<file path="src/rtl/tbit_pkg.sv">
package tbit_pkg;
  localparam int CMD_W      = 16;
  localparam int TOGGLE_BIT = 6;

  typedef enum logic [1:0] {
    ST_IDLE   = 2'd0,
    ST_CMD    = 2'd1,
    ST_SETTLE = 2'd2,
    ST_POLL   = 2'd3
  } tbit_state_e;

  function automatic logic is_load_cmd(input logic [CMD_W-1:0] code);
    return (code == 16'h0000) || (code == 16'h0013) || (code == 16'h00E0);
  endfunction
endpackage

</file>
<file path="src/rtl/tbit_settle_timer.sv">
module tbit_settle_timer #(
  parameter int CYCLES = 35
) (
  input  logic clk,
  input  logic rst_n,
  input  logic load_i,
  input  logic en_i,
  output logic expired_o
);
  localparam int CW = $clog2(CYCLES + 1);

  logic [CW-1:0] cnt_q, cnt_d;

  always_comb begin
    cnt_d = cnt_q;
    if (load_i)
      cnt_d = CW'(CYCLES - 1);
    else if (en_i && (cnt_q != '0))
      cnt_d = cnt_q - 1'b1;
  end

  always_ff @(posedge clk or negedge rst_n) begin
    if (!rst_n)
      cnt_q <= '0;
    else if (load_i || en_i)
      cnt_q <= cnt_d;
  end

  assign expired_o = (cnt_q == '0);
endmodule

</file>
<file path="src/rtl/tbit_toggle_cmp.sv">
module tbit_toggle_cmp #(
  parameter int MAX_POLLS = 64
) (
  input  logic clk,
  input  logic rst_n,
  input  logic clear_i,
  input  logic sample_i,
  input  logic bit_i,
  output logic match_o,
  output logic limit_o
);
  localparam int CNT_W = $clog2(MAX_POLLS + 1);

  logic             prev_q, prev_d;
  logic             have_q, have_d;
  logic [CNT_W-1:0] cnt_q, cnt_d;
  logic             upd_en;

  assign upd_en  = clear_i || sample_i;
  assign match_o = sample_i && have_q && (bit_i == prev_q);
  assign limit_o = sample_i && !match_o && (cnt_q == CNT_W'(MAX_POLLS - 1));

  always_comb begin
    prev_d = prev_q;
    have_d = have_q;
    cnt_d  = cnt_q;
    if (clear_i) begin
      have_d = 1'b0;
      cnt_d  = '0;
    end else if (sample_i) begin
      prev_d = bit_i;
      have_d = 1'b1;
      cnt_d  = cnt_q + 1'b1;
    end
  end

  always_ff @(posedge clk or negedge rst_n) begin
    if (!rst_n) begin
      prev_q <= 1'b0;
      have_q <= 1'b0;
      cnt_q  <= '0;
    end else if (upd_en) begin
      prev_q <= prev_d;
      have_q <= have_d;
      cnt_q  <= cnt_d;
    end
  end
endmodule

</file>
<file path="src/rtl/tbit_poller.sv">
module tbit_poller
  import tbit_pkg::*;
#(
  parameter int ADDR_W        = 16,
  parameter int DATA_W        = 16,
  parameter int BUF_W         = 2,
  parameter int BUF_SHIFT     = 9,
  parameter int CLK_PERIOD_PS = 10000,
  parameter int SETTLE_NS     = 350,
  parameter int MAX_POLLS     = 64,
  parameter logic [ADDR_W-1:0] CMD_ADDR = 'hF220
) (
  input  logic              clk,
  input  logic              rst_n,
  input  logic              start_i,
  input  logic              cold_i,
  input  logic [BUF_W-1:0]  start_buf_i,
  input  logic [CMD_W-1:0]  start_cmd_i,
  output logic              busy_o,
  output logic              mem_req_o,
  output logic              mem_we_o,
  output logic [ADDR_W-1:0] mem_addr_o,
  output logic [DATA_W-1:0] mem_wdata_o,
  input  logic              mem_ack_i,
  input  logic [DATA_W-1:0] mem_rdata_i,
  output logic              done_o,
  output logic              timeout_o
);
  localparam int SETTLE_CYC = (SETTLE_NS * 1000 + CLK_PERIOD_PS - 1) / CLK_PERIOD_PS;

  tbit_state_e       st_q, st_d;
  logic [BUF_W-1:0]  buf_q, buf_d;
  logic [CMD_W-1:0]  cmd_q, cmd_d;
  logic              done_q, done_d;
  logic              to_q, to_d;
  logic              start_go, cap_en, xfer;
  logic              tmr_load, tmr_en, tmr_exp;
  logic              cmp_clear, cmp_sample, cmp_match, cmp_limit;
  logic [ADDR_W-1:0] poll_addr;
  logic              unused_rdata;

  assign unused_rdata = ^{mem_rdata_i[DATA_W-1:TOGGLE_BIT+1], mem_rdata_i[TOGGLE_BIT-1:0]};

  assign start_go = start_i && (st_q == ST_IDLE) && (cold_i || is_load_cmd(start_cmd_i));
  assign cap_en   = start_go;
  assign xfer     = mem_req_o && mem_ack_i;

  assign tmr_load   = (st_q == ST_CMD) && xfer;
  assign tmr_en     = (st_q == ST_SETTLE);
  assign cmp_clear  = (st_q != ST_POLL);
  assign cmp_sample = (st_q == ST_POLL) && xfer;

  tbit_settle_timer #(.CYCLES(SETTLE_CYC)) u_timer (
    .clk       (clk),
    .rst_n     (rst_n),
    .load_i    (tmr_load),
    .en_i      (tmr_en),
    .expired_o (tmr_exp)
  );

  tbit_toggle_cmp #(.MAX_POLLS(MAX_POLLS)) u_cmp (
    .clk      (clk),
    .rst_n    (rst_n),
    .clear_i  (cmp_clear),
    .sample_i (cmp_sample),
    .bit_i    (mem_rdata_i[TOGGLE_BIT]),
    .match_o  (cmp_match),
    .limit_o  (cmp_limit)
  );

  always_comb begin
    st_d   = st_q;
    buf_d  = buf_q;
    cmd_d  = cmd_q;
    done_d = 1'b0;
    to_d   = 1'b0;
    unique case (st_q)
      ST_IDLE: begin
        if (start_go) begin
          buf_d = cold_i ? '0 : start_buf_i;
          cmd_d = start_cmd_i;
          st_d  = cold_i ? ST_POLL : ST_CMD;
        end
      end
      ST_CMD: begin
        if (xfer) st_d = ST_SETTLE;
      end
      ST_SETTLE: begin
        if (tmr_exp) st_d = ST_POLL;
      end
      ST_POLL: begin
        if (cmp_match) begin
          done_d = 1'b1;
          st_d   = ST_IDLE;
        end else if (cmp_limit) begin
          to_d = 1'b1;
          st_d = ST_IDLE;
        end
      end
      default: st_d = ST_IDLE;
    endcase
  end

  always_ff @(posedge clk or negedge rst_n) begin
    if (!rst_n) begin
      st_q   <= ST_IDLE;
      done_q <= 1'b0;
      to_q   <= 1'b0;
    end else begin
      st_q   <= st_d;
      done_q <= done_d;
      to_q   <= to_d;
    end
  end

  always_ff @(posedge clk or negedge rst_n) begin
    if (!rst_n) begin
      buf_q <= '0;
      cmd_q <= '0;
    end else if (cap_en) begin
      buf_q <= buf_d;
      cmd_q <= cmd_d;
    end
  end

  always_comb begin
    poll_addr = '0;
    poll_addr[BUF_SHIFT +: BUF_W] = buf_q;
  end

  assign busy_o      = (st_q != ST_IDLE);
  assign mem_req_o   = (st_q == ST_CMD) || (st_q == ST_POLL);
  assign mem_we_o    = (st_q == ST_CMD);
  assign mem_addr_o  = (st_q == ST_CMD) ? CMD_ADDR : poll_addr;
  assign mem_wdata_o = (st_q == ST_CMD) ? DATA_W'(cmd_q) : '0;
  assign done_o      = done_q;
  assign timeout_o   = to_q;
endmodule

</file>
<file path="config.mk">
export PLATFORM = sky130hd
export DESIGN_NAME = tbit_poller
export DESIGN_NICKNAME = d
export VERILOG_FILES = /design/src/rtl/tbit_pkg.sv /design/src/rtl/tbit_settle_timer.sv /design/src/rtl/tbit_toggle_cmp.sv /design/src/rtl/tbit_poller.sv
export SDC_FILE = /design/constraint.sdc
export NUM_CORES = 1
export LEC_CHECK = 0
export ABC_AREA = 0
export BUFFER_PORTS_ARGS = -buffer_cell sky130_fd_sc_hd__buf_2
export CORE_MARGIN = 4
export CORE_UTILIZATION = 45
export DETAILED_ROUTE_END_ITERATION = 8
export PLACE_DENSITY = 0.74
export SETUP_SLACK_MARGIN = 0.5
export SLEW_MARGIN = 20
export SYNTH_ARGS = -nofsm -noshare
export SYNTH_HDL_FRONTEND = slang
export SYNTH_SLANG_ARGS = --single-unit
export TNS_END_PERCENT = 100
</file>
<file path="constraint.sdc">
create_clock -name clk -period 3.9 [get_ports clk]
set_clock_uncertainty 0.15 [all_clocks]
set_input_delay 0.195 -clock clk [delete_from_list [all_inputs] [get_ports clk]]
set_output_delay 0.195 -clock clk [all_outputs]
set_load 0.02 [all_outputs]
</file>
==> qor.csv, run 1 <==
metric,value,unit
firstDrtPassIters,4,
wl_per_cell,12.9,um
reg2reg_slack,1870,ps
postCtsSetupBuffers,0,
power.internal,1.08,mW
setup_tns,0,ps
period_needed,2450,ps
yosysWarnings,0,
drv_slew,0,
drive_gt1_frac,0.362,
synth-edff-count,0,
worstSetupEndpointType,flip-flop,
clock_sinks,37,
die_y,75.3,um
tightest_slew,923,ps
clkSlewWorstSetupHoldPaths,80,ps
switching_power,0.646,mW
synth.most_common_cell,dfrtp_1,
grt.overflow.total,0,
io_buffers,51,
clock_path_buffers,2,
whs,6.95,ps
synth_common_cells,"dfrtp_1, and2_1, buf_4, nor2_1, mux2_4",
fin_nets,278,
relSlewSlack,0.385,
hold_violations,0,
vias_per_cell,4.88,
cp-start-kind,input pin,
p_total,1.72,mW
comb_power_share,0.457,
antennaDiodeCount,0,
crit_required,3910,ps
clock_power_share,0.186,
ys_seq_area_frac,0.455,
fin_crit_sh,0.627,
worstPathMaxFanout,18,
syn_avg_cell_area,11.3,sq um
fin_cells,284,
dp_hpwl,2720,um
antenna_found_initial,0,
numCtsBuffers,5,
min_path_type,input pin to flip-flop,
ir_drop,0.000388,V
wirelength,3670,um
ys_ff_latch,37,
grt_max_degree,38,
outcome,finished clean,
p_per_area,724,nW/um^2
yosys.area.top_type,dfrtp_1,
rows,24,
antenna_left,0,
areaGrowthSynthToFinish,17.0,%
synthTopCellsByArea,"dfrtp_1, mux2_4, buf_4",
clkLatencyLatePin,290,ps
dr_total_vias,1386,
grt_pass1_wl,5980,um
syn_inst,180,
max_freq,409,MHz
grt_pass1_vias,1340,
synth_cell_types,37,
initial_utilization,0.468,
cts_max_level,2,
arrival,2460,ps
drtIter0Drc,34,
cts-root-buf,clkbuf_8,
core_area,4350,sq um
rsz0062_at_grt,no,
seqPwrFrac,0.357,
p_leak,1.19,nW
dieArea,5670,sq um
placed_cells,272,
die_w,75.3,um
final-setup-viol-count,0,
swShare,0.375,
drc,0,
track_usage,0.140,
gp_congestion,0.789,
syn_area,2040,sq um
async_reset_ff_frac,1.00,
drv_cap,0,
cts_tree,built,
synth_top_area_frac,0.455,
pin_count,76,
critPathKind,input pin to flip-flop,
synth_ff_type,dfrtp_1,
-- cell usage in the layout (no fill, tap or decap), types with 4 or more instances in the layout --
master | Yosys | routed
inv_1 | 9 | 9
xnor2_1 | 7 | 7
buf_2 | 0 | 51
and2_1 | 16 | 16
mux2i_1 | 4 | 4
dfrtp_1 | 37 | 37
mux2_4 | 10 | 10
xor2_1 | 4 | 4
clkbuf_8 | 0 | 5
nor2_1 | 14 | 14
ha_1 | 8 | 8
nand2_1 | 8 | 8
conb_1 | 1 | 9
dlygate4sd3_1 | 0 | 4
mux2_2 | 9 | 9
a21oi_1 | 5 | 5
-- worst max-delay path: stages --
cell and delay [ps]:
dlygate4sd3_1 530, buf_2 130, nor4_1 360, a31oi_1 200
a211oi_2 290, and2_4 380, mux2_2 370
-- cell type report --
type                    count  area (sq um)
well taps                  52          65.1
multi-input cells         123           951
repair buffers             55           295
fillers                   394          1970
clock buffers               6          72.6
inverters                   9          33.8
flip-flops and latches     37           926
clock inverters             2          38.8
-- path summary, 6_finish.rpt --
path                                          start                      endpoint  cells after the start
max                                 start_cmd_i[12]         cmd_q[14]$_DFFE_PN0P_                      7
max reg2reg                     st_q[1]$_DFFE_PN0P_           st_q[1]$_DFFE_PN0P_                      5
max in group asynchronous                     rst_n  u_timer.cnt_q[2]$_DFFE_PN0P_                      2
min in group asynchronous                     rst_n          cmd_q[9]$_DFFE_PN0P_                      2
min reg2reg                u_cmp.have_q$_DFFE_PN0P_      u_cmp.have_q$_DFFE_PN0P_                      2
min                                  start_cmd_i[8]          cmd_q[8]$_DFFE_PN0P_                      2
-- flip-flops by register name (all words and copies together) (netlist names) --
name           flops
cmd_q             16
u_cmp.have_q       1
u_cmp.cnt_q        7
done_o             1
u_timer.cnt_q      6
u_cmp.prev_q       1
buf_q              2
timeout_o          1
st_q               2
-- logic make-up (layout without fill, tap and decap cells) --
group | count (synthesis) | count (layout) | synth area share
mux | 23 | 23 | 0.143
flops | 37 | 37 | 0.455
fa+ha+maj | 8 | 8 | 0.0491
other cells | 1 | 9 | 0.00184
xor+xnor | 11 | 11 | 0.0473
simple gates | 57 | 57 | 0.151
buf+inv | 28 | 72 | 0.0934
compound gates | 15 | 15 | 0.0596
-- power groups by stage --
stage	combinational [mW]	sequential [mW]	clock, mW
finish	0.788	0.615	0.321
global route	0.877	0.634	0.349
CTS	0.800	0.616	0.332
detailed placement	0.792	0.622	0
global placement	0.776	0.616	0
floorplan	0.647	0.600	0
-- metal layers --
layer	global-route usage	wire [um]
met1	0.177	1580
met2	0.227	1810
met3	0.0454	232
met4	0.0447	53
met5	0	0
-- through the flow --
| stage | utilization | setup WS (ps) | instance area, sq um |
|---|---|---|---|
| after floorplan | - | 2070 | 2070 |
| final | 0.547 | 1450 | 2380 |
| after global placement | 0.512 | 1750 | 2230 |
| after global routing | 0.547 | 1360 | 2380 |
| after detailed placement | 0.512 | 1710 | 2230 |
| after CTS | 0.547 | 1470 | 2380 |
-- repair_timing --
item / CTS / global route
endpoints found under the setup margin: 0 / 0
endpoints found under the hold margin: 40 / 0
hold buffers: 4 / 0
resized for setup: 0 / 0
(Power assumes the default switching activity.)
==> run 2, diff against run 1 <==
Clock period 3.9 ns to 2.53 ns, I/O delays scaled along.
==> run 2 against run 1 <==
Compared with the run above: setup slack lost 930 ps; cell count grew 7.4%; critical path type is now flip-flop to output pin; flip-flop and latch count is the same; worst hold slack gained 37 ps; highest routed layer unchanged; largest power group unchanged; critical path depth shrank 2; first-iteration DRC count grew 53%.
==> qor.csv, run 2 (same netlist as run 1, synthesis figures left out) <==
metric,value,unit
initial_utilization,0.468,
p_leak,1.28,nW
antenna_left,0,
dieArea,5670,sq um
worstPathMaxFanout,16,
antennaDiodeCount,0,
fin_crit_sh,0.793,
cts_tree,built,
dr_total_vias,1474,
reg2regPathDepth,7,
cts_max_level,2,
grt.overflow.total,0,
period_needed,2010,ps
final_common_cell,buf_2,
setup_tns,0,ps
wl_per_cell,13.7,um
grt_pass1_wl,6450,um
hold_violations,0,
clkSlewWorstSetupHoldPaths,70,ps
p_per_area,1030,nW/um^2
drive_gt1_frac,0.364,
min_path_type,input pin to flip-flop,
grt_pass1_vias,1412,
ir_drop,0.000711,V
firstDrtPassIters,4,
arrival,1730,ps
dp_hpwl,2840,um
drv_slew,0,
final_cell_mix,"buf_2, dfrtp_1, dlygate4sd3_1",
clkLatencyLatePin,280,ps
cp-start-kind,flip-flop,
p_total,2.65,mW
core_area,4350,sq um
drtIter0Drc,52,
rsz0062_at_grt,yes,
max_freq,498,MHz
drc,0,
relSlewSlack,0.458,
largest-register,cmd_q,
reg2reg_slack,540,ps
tightest_slew,814,ps
clock_path_buffers,2,
endpoint,mem_wdata_o[15],
clock_sinks,37,
fin_nets,300,
whs,44.2,ps
grt_max_degree,38,
track_usage,0.150,
largest_register_ffs,16,
numCtsBuffers,5,
antenna_found_initial,0,
wirelength,4170,um
top_regs,"cmd_q (16), u_cmp.cnt_q (7), u_timer.cnt_q (6)",
crit_required,2250,ps
outcome,finished clean,
drv_cap,0,
io_buffers,51,
worstSetupEndpointType,output pin,
die_y,75.3,um
cp-startpoint,st_q[1]$_DFFE_PN0P_,
whs_path_depth,3,
critPathKind,flip-flop to output pin,
vias_per_cell,4.83,
rows,24,
die_w,75.3,um
r2r_start,st_q[0]$_DFFE_PN0P_,
reg2reg_to,u_timer.cnt_q[4]$_DFFE_PN0P_,
gp_congestion,0.777,
final-setup-viol-count,0,
areaGrowthSynthToFinish,26.3,%
cts-root-buf,clkbuf_8,
pin_count,76,
## run 2: worst max-delay path, stage by stage, from the launching register on
cell     delay (ps)
dfrtp_1         400
inv_1           130
ha_2            370
buf_4           250
and2_1          140
buf_2           160
## run 2: per-stage QoR
step | instances | setup slack [ps] | util | cell area [sq um]
2_1_floorplan | 188 | 703 | - | 2070
3_3_place_gp | 273 | 441 | 0.514 | 2240
3_5_place_dp | 273 | 453 | 0.514 | 2240
4_1_cts | 299 | 511 | 0.578 | 2510
5_1_grt | 305 | 418 | 0.591 | 2570
6_report | 305 | 523 | 0.591 | 2570
## run 2: routing by layer
metal  global-route usage  share of wire
met1                0.187           0.43
met2                0.253           0.51
met3               0.0294          0.044
met4               0.0641          0.015
met5                    0              0
## run 2: how the worst min path moves through the flow
stage	from	endpoint	slack (ps)
finish	start_buf_i[1]	buf_q[1]$_DFFE_PN0P_	40
detailed placement	rst_n	cmd_q[8]$_DFFE_PN0P_	120
floorplan	rst_n	buf_q[0]$_DFFE_PN0P_	-320
global route	start_buf_i[1]	buf_q[1]$_DFFE_PN0P_	60
global placement	rst_n	cmd_q[8]$_DFFE_PN0P_	110
CTS	start_buf_i[1]	buf_q[1]$_DFFE_PN0P_	50
## run 2: area by class of cell
class,count,area (sq um)
inverters,9,33.8
repair buffers,77,508
clock buffers,7,86.3
flip-flops and latches,37,926
fillers,337,1780
multi-input cells,123,953
well taps,52,65.1
## run 2: repair_timing
item | in CTS | in global routing
hold endpoints to repair | 54 | 0
pin swaps | 1 | 3
buffers inserted | 1 | 6
endpoints found under the setup margin | 14 | 28
resized for setup | 1 | 0
hold buffers | 18 | 0
## run 2: power breakdown
part | total (mW) | internal [mW] | switching (mW)
registers | 0.953 | 0.815 | 0.138
logic | 1.29 | 0.601 | 0.685
clock network | 0.409 | 0.216 | 0.193
total | 2.65 | 1.63 | 1.02
